==> src/rtl/dma_regfile.sv <==
module dma_regfile #(
  parameter int NCH = 4,
  parameter int RW  = 16,
  parameter int MW  = 6
) (
  input  logic              clk,
  input  logic              rst_n,
  input  logic              wr_en,
  input  logic              rd_en,
  input  logic [3:0]        port_sel,
  input  logic [7:0]        wdata,
  output logic [7:0]        rdata,
  output logic [NCH*RW-1:0] base_addr_o,
  output logic [NCH*RW-1:0] base_cnt_o,
  output logic [NCH*MW-1:0] mode_o,
  output logic [NCH-1:0]    mask_o,
  output logic [7:0]        cmd_o
);
  localparam int CHW = $clog2(NCH);

  logic [RW-1:0] base_a [NCH];
  logic [RW-1:0] cur_a  [NCH];
  logic [RW-1:0] base_c [NCH];
  logic [RW-1:0] cur_c  [NCH];
  logic [MW-1:0] mode_r [NCH];
  logic [NCH-1:0] mask_r;
  logic [7:0]     cmd_r;
  logic           hi_ptr;

  wire            chan_port = !port_sel[3];
  wire [CHW-1:0]  ch        = port_sel[CHW:1];
  wire            is_cnt    = port_sel[0];
  wire            acc       = (wr_en | rd_en) & chan_port;
  wire [CHW-1:0]  dsel      = wdata[CHW-1:0];

  always_ff @(posedge clk or negedge rst_n) begin
    if (!rst_n) begin
      for (int c = 0; c < NCH; c++) begin
        base_a[c] <= '0;
        cur_a[c]  <= '0;
        base_c[c] <= '0;
        cur_c[c]  <= '0;
        mode_r[c] <= '0;
      end
      mask_r <= '1;
      cmd_r  <= '0;
      hi_ptr <= 1'b0;
    end else begin
      if (wr_en && chan_port) begin
        if (is_cnt) begin
          if (hi_ptr) begin
            base_c[ch][15:8] <= wdata;
            cur_c[ch][15:8]  <= wdata;
          end else begin
            base_c[ch][7:0] <= wdata;
            cur_c[ch][7:0]  <= wdata;
          end
        end else begin
          if (hi_ptr) begin
            base_a[ch][15:8] <= wdata;
            cur_a[ch][15:8]  <= wdata;
          end else begin
            base_a[ch][7:0] <= wdata;
            cur_a[ch][7:0]  <= wdata;
          end
        end
      end
      if (acc) hi_ptr <= !hi_ptr;
      if (wr_en && !chan_port) begin
        case (port_sel[2:0])
          3'd0: cmd_r <= wdata;
          3'd2: mask_r[dsel] <= wdata[2];
          3'd3: mode_r[dsel] <= wdata[7:2];
          3'd4: hi_ptr <= 1'b0;
          3'd5: begin
            hi_ptr <= 1'b0;
            mask_r <= '1;
            cmd_r  <= '0;
          end
          3'd6: mask_r <= '0;
          3'd7: mask_r <= wdata[NCH-1:0];
          default: ;
        endcase
      end
    end
  end

  logic [RW-1:0] rsel;
  always_comb begin
    rsel  = is_cnt ? cur_c[ch] : cur_a[ch];
    rdata = 8'h00;
    if (rd_en && chan_port) rdata = hi_ptr ? rsel[15:8] : rsel[7:0];
  end

  for (genvar c = 0; c < NCH; c++) begin : g_out
    assign base_addr_o[c*RW +: RW] = base_a[c];
    assign base_cnt_o[c*RW +: RW]  = base_c[c];
    assign mode_o[c*MW +: MW]      = mode_r[c];
  end
  assign mask_o = mask_r;
  assign cmd_o  = cmd_r;

  a_r3_ptr_flips: assert property (@(posedge clk) disable iff (!rst_n)
    (acc && !(wr_en && rd_en)) |=> (hi_ptr != $past(hi_ptr)));
  a_r12_ptr_held: assert property (@(posedge clk) disable iff (!rst_n)
    (rd_en && !wr_en && !chan_port) |=> $stable(hi_ptr));
  a_r4_ptr_cleared: assert property (@(posedge clk) disable iff (!rst_n)
    (wr_en && port_sel == 4'hC) |=> !hi_ptr);
  a_r8_master_clear: assert property (@(posedge clk) disable iff (!rst_n)
    (wr_en && port_sel == 4'hD) |=> (!hi_ptr && mask_o == '1 && cmd_o == 8'h00));
  a_r9_unmask_all: assert property (@(posedge clk) disable iff (!rst_n)
    (wr_en && port_sel == 4'hE) |=> (mask_o == '0));
  a_r5_single_mask: assert property (@(posedge clk) disable iff (!rst_n)
    (wr_en && port_sel == 4'hA) |=> (mask_o[$past(dsel)] == $past(wdata[2])));
  a_r12_read_zero: assert property (@(posedge clk) disable iff (!rst_n)
    (rd_en && !chan_port) |-> (rdata == 8'h00));
endmodule

==> config.mk <==
export PLATFORM = sky130hd
export DESIGN_NAME = dma_regfile
export DESIGN_NICKNAME = d
export VERILOG_FILES = /design/src/rtl/dma_regfile.sv
export SDC_FILE = /design/constraint.sdc
export NUM_CORES = 1
export LEC_CHECK = 0
export CAP_MARGIN = 20
export CORE_UTILIZATION = 42
export DETAILED_ROUTE_END_ITERATION = 12
export PLACE_DENSITY = 0.7
export SETUP_SLACK_MARGIN = 0.4
export SYNTH_ARGS = -nofsm -noshare
export SYNTH_HDL_FRONTEND = slang
export SYNTH_SLANG_ARGS = --single-unit
==> constraint.sdc <==
create_clock -name clk -period 3.12 [get_ports clk]
set_clock_uncertainty 0.15 [all_clocks]
set_input_delay 0.624 -clock clk [delete_from_list [all_inputs] [get_ports clk]]
set_output_delay 0.624 -clock clk [all_outputs]
set_load 0.02 [all_outputs]
# ---- After elaboration in Yosys (flattened, before gate mapping)
# Cells that the tools add are included.
dict set report word_totals {
  register_bits 293
  out_inout_bits 172
  wordCells 93
}
dict set report classes {
  magnitude_cmp 6
  eq_ne 6
  muxes 36
  bitwise_logic 5
  n_reduce_logical 17
}
# cell n
set op_table {}
lappend op_table {{$bwmux 64} 8}
lappend op_table {{$mux 64} 4}
lappend op_table {{$mux 16} 6}
lappend op_table {{$bmux 16 s2} 2}
lappend op_table {{$demux 16 s2} 2}
lappend op_table {{$bwmux 24} 1}
lappend op_table {{$mux 8} 3}
lappend op_table {{$pmux 4 s4} 1}
lappend op_table {{$pmux 8 s2} 1}
lappend op_table {{$demux 6 s2} 1}
lappend op_table {{$eq 3x3->1 const B} 4}
lappend op_table {{$reduce_and 2->1} 5}
lappend op_table {{$eq 3x2->1 const B} 2}
lappend op_table {{$ge 3x3->1 const B} 2}
lappend op_table {{$logic_and 1x1->1} 6}
lappend op_table {{$lt 3x1->1 const B} 2}
lappend op_table {{$mux 6} 1}
lappend op_table {{$not 2->3} 2}
lappend op_table {{$bwmux 4} 1}
lappend op_table {{$mux 1} 4}
lappend op_table {{$reduce_bool 4->1} 1}
lappend op_table {{$logic_not 3->1} 1}
lappend op_table {{$lt 2x3->1 const B} 1}
lappend op_table {{$demux 1 s2} 1}
lappend op_table {{7 further kinds} 8}

# ---- Depth between registers and ports, before layout
dict set report depth {
  ltp_word 7
  ltp_mapped 7
}

# ---- Worst setup path before layout
# OpenSTA, ideal clock, no wires.
dict set report synth_timing {
  path_kind {input to output}
  startpoint {input port port_sel[2]}
  endpoint {output port rdata[5]}
  arrival_ns 1.907
  required_time_ns 2.346
  path_slack_ns 0.439
  cell_stages 5
  path_buffers 2
  path_cell_list {buf_2 -> buf_2 -> mux4_2 -> mux2i_1 -> o22ai_1}
}
dict set report synth_between {
  elab_chain_len 7
}
# element line
set synth_lines {}
lappend synth_lines {{from (decl)} 10} ;# input logic [3:0] port_sel,
lappend synth_lines {{$not 2->3 (implied by the code) *} 90} ;# rsel = is_cnt ? cur_c[ch] : cur_a[ch];
lappend synth_lines {{$bmux 16 s2} 90}
lappend synth_lines {{$mux 16 (implied by the code) (2 in a row)} 90}
lappend synth_lines {{$mux 16 *} 90}
lappend synth_lines {{$mux 8 * (2 in a row)} 92} ;# if (rd_en && chan_port) rdata = hi_ptr ? rsel[15:8] : rsel[7:0];
lappend synth_lines {{to (decl)} 12} ;# output logic [7:0] rdata,
# Every way passes the cells marked *; elsewhere a longest branch is shown, timed or not. The select of a mux whose other input is x is not followed.

# ---- Final worst setup path
dict set report layout_timing {
  startpoint {input port port_sel[2]}
  endpoint {output port rdata[3]}
}
# Same word-level chain as after synthesis.

==> results_dict.tcl <==
set metrics [dict create \
    rsz0062_at_grt "true" \
    status "finished, final reports clean" \
    drt_iter0_markers 294 \
    r2r_cells 5 \
    dieArea_mm2 0.0186 \
    io_buffers 187 \
    netlist_area_mm2 0.00759 \
    worst-setup-path-type "in -> out" \
    finalSetupViolCount 0 \
    numCtsBuffers 17 \
    final-hold-violation-count 0 \
    maxCapViolCount 0 \
    end_kind "output pin" \
    cpMostUsedCell "buf_12" \
    final-seq-area_mm2 0.00413 \
    synthDistinctLibCells 40 \
    maxSlewViolCount 0 \
    tightest_slew_ns 0.856 \
    finalCritPeriodShare_pct 87.7 \
    cp_data_required_time_ns 2.35 \
    grtUsageTotal_pct 25.0 \
    dr.pass1.iters 5 \
    drive_gt1_share_pct 38.5 \
    crit_fanout 7 \
    cts_root_buf "clkbuf_16" \
    syn_avg_cell_area_um2 14.3 \
    grt_pass1_wl_um 33300 \
    viasPerCell 5.55 \
    worstReg2RegEnd "base_cnt_o[45]" \
    yosysTopAreaCellShare_pct 53.1 \
    vdd_drop_max_uv 547 \
    worstPathArrival_ns 1.96 \
    slew_headroom_pct 42.8 \
    synthCells 531 \
    placementRows 48 \
    drc_errors 0 \
    critPathLaunchType "input pin" \
    reg2reg_slack_ns 0.91 \
    gp_congestion 0.908 \
    io_pins 188 \
    die_x_um 136 \
    multi_input_area_mm2 0.00332 \
    avgRoutedWirePerCell_um 22.8 \
    ys.flop_type "dfrtp_1" \
    cts_sinks 165 \
    maxClockFrequency_mhz 365 \
    clockBufferDepth 2 \
    nets 752 \
    grt_pass1_vias 5484 \
    initial_core_util_pct 43.4 \
    drt_wl_total_um 22200 \
    yosysWarningCount 0 \
    yosysSeqAreaShare_pct 54.4 \
    ys_ff_latch 165 \
    leakage_nw 4.67 \
    netlist_top_cells_area "dfrtp_1 53%, mux2_2 22%, mux4_2 7.1%, mux2i_1 3.2%, mux2_1 1.5%" \
    h-tree-depth 4 \
    clk_latency_ns 0.42 \
    fin_setup_tns_ns 0 \
    synth_edf_count 0 \
    ant_nets 0 \
    grt_overflow_total 0 \
    cts_tree "yes" \
    path_cells "buf_12, buf_12, mux4_2, mux2i_2, o22ai_2, buf_4" \
    coreArea_mm2 0.0175 \
    hpwl_um 15600 \
    power_density_mw_per_mm2 751 \
    num_vias 5413 \
    synth_area_leader_cell "dfrtp_1" \
    crit_path_max_incr_delay_ns 0.53 \
    areaGrowthSynthToFinish_pct 41.1 \
    hold_slack_ns 0.0133 \
    grt_antenna_before_repair 2 \
    grt_start_max_net_pins 69 \
    r2r_start "hi_ptr" \
    synth_nets 547 \
    clkTransAtPathRegs_ns 0.06 \
    cpMaxStageDelayCell "mux4_2" \
    fin_crit_ns 2.74 \
    async_reset_ff_share_pct 100 \
    dieHeight_um 136 \
    hp-class "in -> async" \
    fill_cells 1308 \
]
Yosys cell counts (2+ instances only):
library cell and count:
o22ai_1 8, nand2_1 21, a221o_1 8, dfrtp_1 161, mux2i_1 24, buf_4 7, inv_1 8, clkbuf_1 19
buf_1 2, nor2b_1 8, nand2_2 3, a21oi_1 7, buf_2 15, dfstp_2 4, mux2_2 145, o21ai_0 14
mux2_1 10, o221ai_1 2, nor2_2 2, and2_1 2, mux4_2 24, nand3_1 8, nor2_1 12
state kept, by name (all words and copies together), names as in the netlist:
signal       flops
base_addr_o     64
base_cnt_o      64
cmd_o            8
hi_ptr           1
mask_o           4
mode_o          24
placed cells by master, fill, tap and decap left out, types with 2 or more instances in the layout:
master and instances:
buf_4 35, clkinvlp_4 4, clkinv_2 4, nand2_1 19, mux2i_4 2, mux2i_1 17
nand3_1 8, nand2_2 5, and2_1 2, mux2_1 10, mux2_2 145, a21oi_1 7
inv_1 8, dfrtp_1 161, dfstp_2 4, nor2_1 11, a221o_1 8, clkbuf_16 18
buf_6 7, mux4_2 24, nor2_2 3, nor2b_1 8, diode_2 2, dlygate4sd2_1 2
o21ai_0 14, bufinv_16 4, mux2i_2 5, clkdlybuf4s50_1 174, o22ai_2 7, o221ai_1 2
buf_12 6
how the worst max path moves through the flow:
stage	cells past startpoint	slack, ns	from	to
after floorplan	5	0.44	port_sel[2]	rdata[5]
after global placement	7	-0.41	port_sel[0]	rdata[7]
after detailed placement	6	-0.46	port_sel[0]	rdata[4]
after CTS	6	0.40	port_sel[2]	rdata[1]
after global routing	7	0.35	port_sel[2]	rdata[7]
final	6	0.38	port_sel[2]	rdata[3]
worst max-delay path: cells and delay by family:
family | cells | cell delay (ns)
buffers and inverters | 3 | 0.44
multiplexers | 2 | 0.77
AO/OA/AOI/OAI | 1 | 0.13
layer usage:
layer / part of all wire [%] / vias to the layer above / global-route usage, %
met2: 49 / 230 / 39.3
met5: 0 / - / 0
met3: 7.0 / 21 / 6.04
met1: 43 / 2799 / 34.6
li1: - / 2363 / -
met4: 1.1 / 0 / 6.42
cells by family after synthesis:
family | after synthesis | share of synthesized area (%)
flip-flops | 165 | 54.4
buffers and inverters | 51 | 3.11
XOR/XNOR | 1 | 0.115
multiplexers | 203 | 33.3
AND/OR/NAND/NOR | 68 | 5.31
AO/OA/AOI/OAI | 43 | 3.76
layout make-up:
| class | instances | share of cell area (%) |
|---|---|---|
| flip-flops and latches | 165 | 38.6 |
| multi-input cells | 315 | 31.0 |
| repair buffers | 229 | 21.7 |
| clock buffers | 19 | 4.13 |
| well taps | 225 | 2.63 |
| clock inverters | 13 | 1.67 |
| inverters | 8 | 0.280 |
| diodes | 2 | 0.0467 |
metrics by stage:
step           utilization (%)  setup slack, ns  cell area (um2)  instances  power, mW
3_3_place_gp              56.4           -0.410             9850        935       5.75
2_1_floorplan                -            0.439             7590        531       4.35
6_report                  61.3            0.383            10700        976       8.05
5_1_grt                   61.3            0.355            10700        974       8.38
4_1_cts                   61.1            0.400            10700        973       8.09
3_5_place_dp              56.4           -0.457             9850        935       5.80
what timing repair did:
item	in CTS	in global routing
gates cloned	2	1
endpoints found under the setup margin	8	8
setup buffers	4	0
hold buffers	0	0
resized for setup	75	3
pin swaps	10	0
report_power, final:
group | total, mW | switching (mW) | internal, mW | leakage [nW]
registers | 3.10 | 0.454 | 2.64 | 2.11
logic | 2.74 | 1.29 | 1.45 | 2.27
clock network | 2.21 | 0.850 | 1.36 | 0.295
total | 8.05 | 2.60 | 5.45 | 4.67
(Power assumes the default switching activity.)
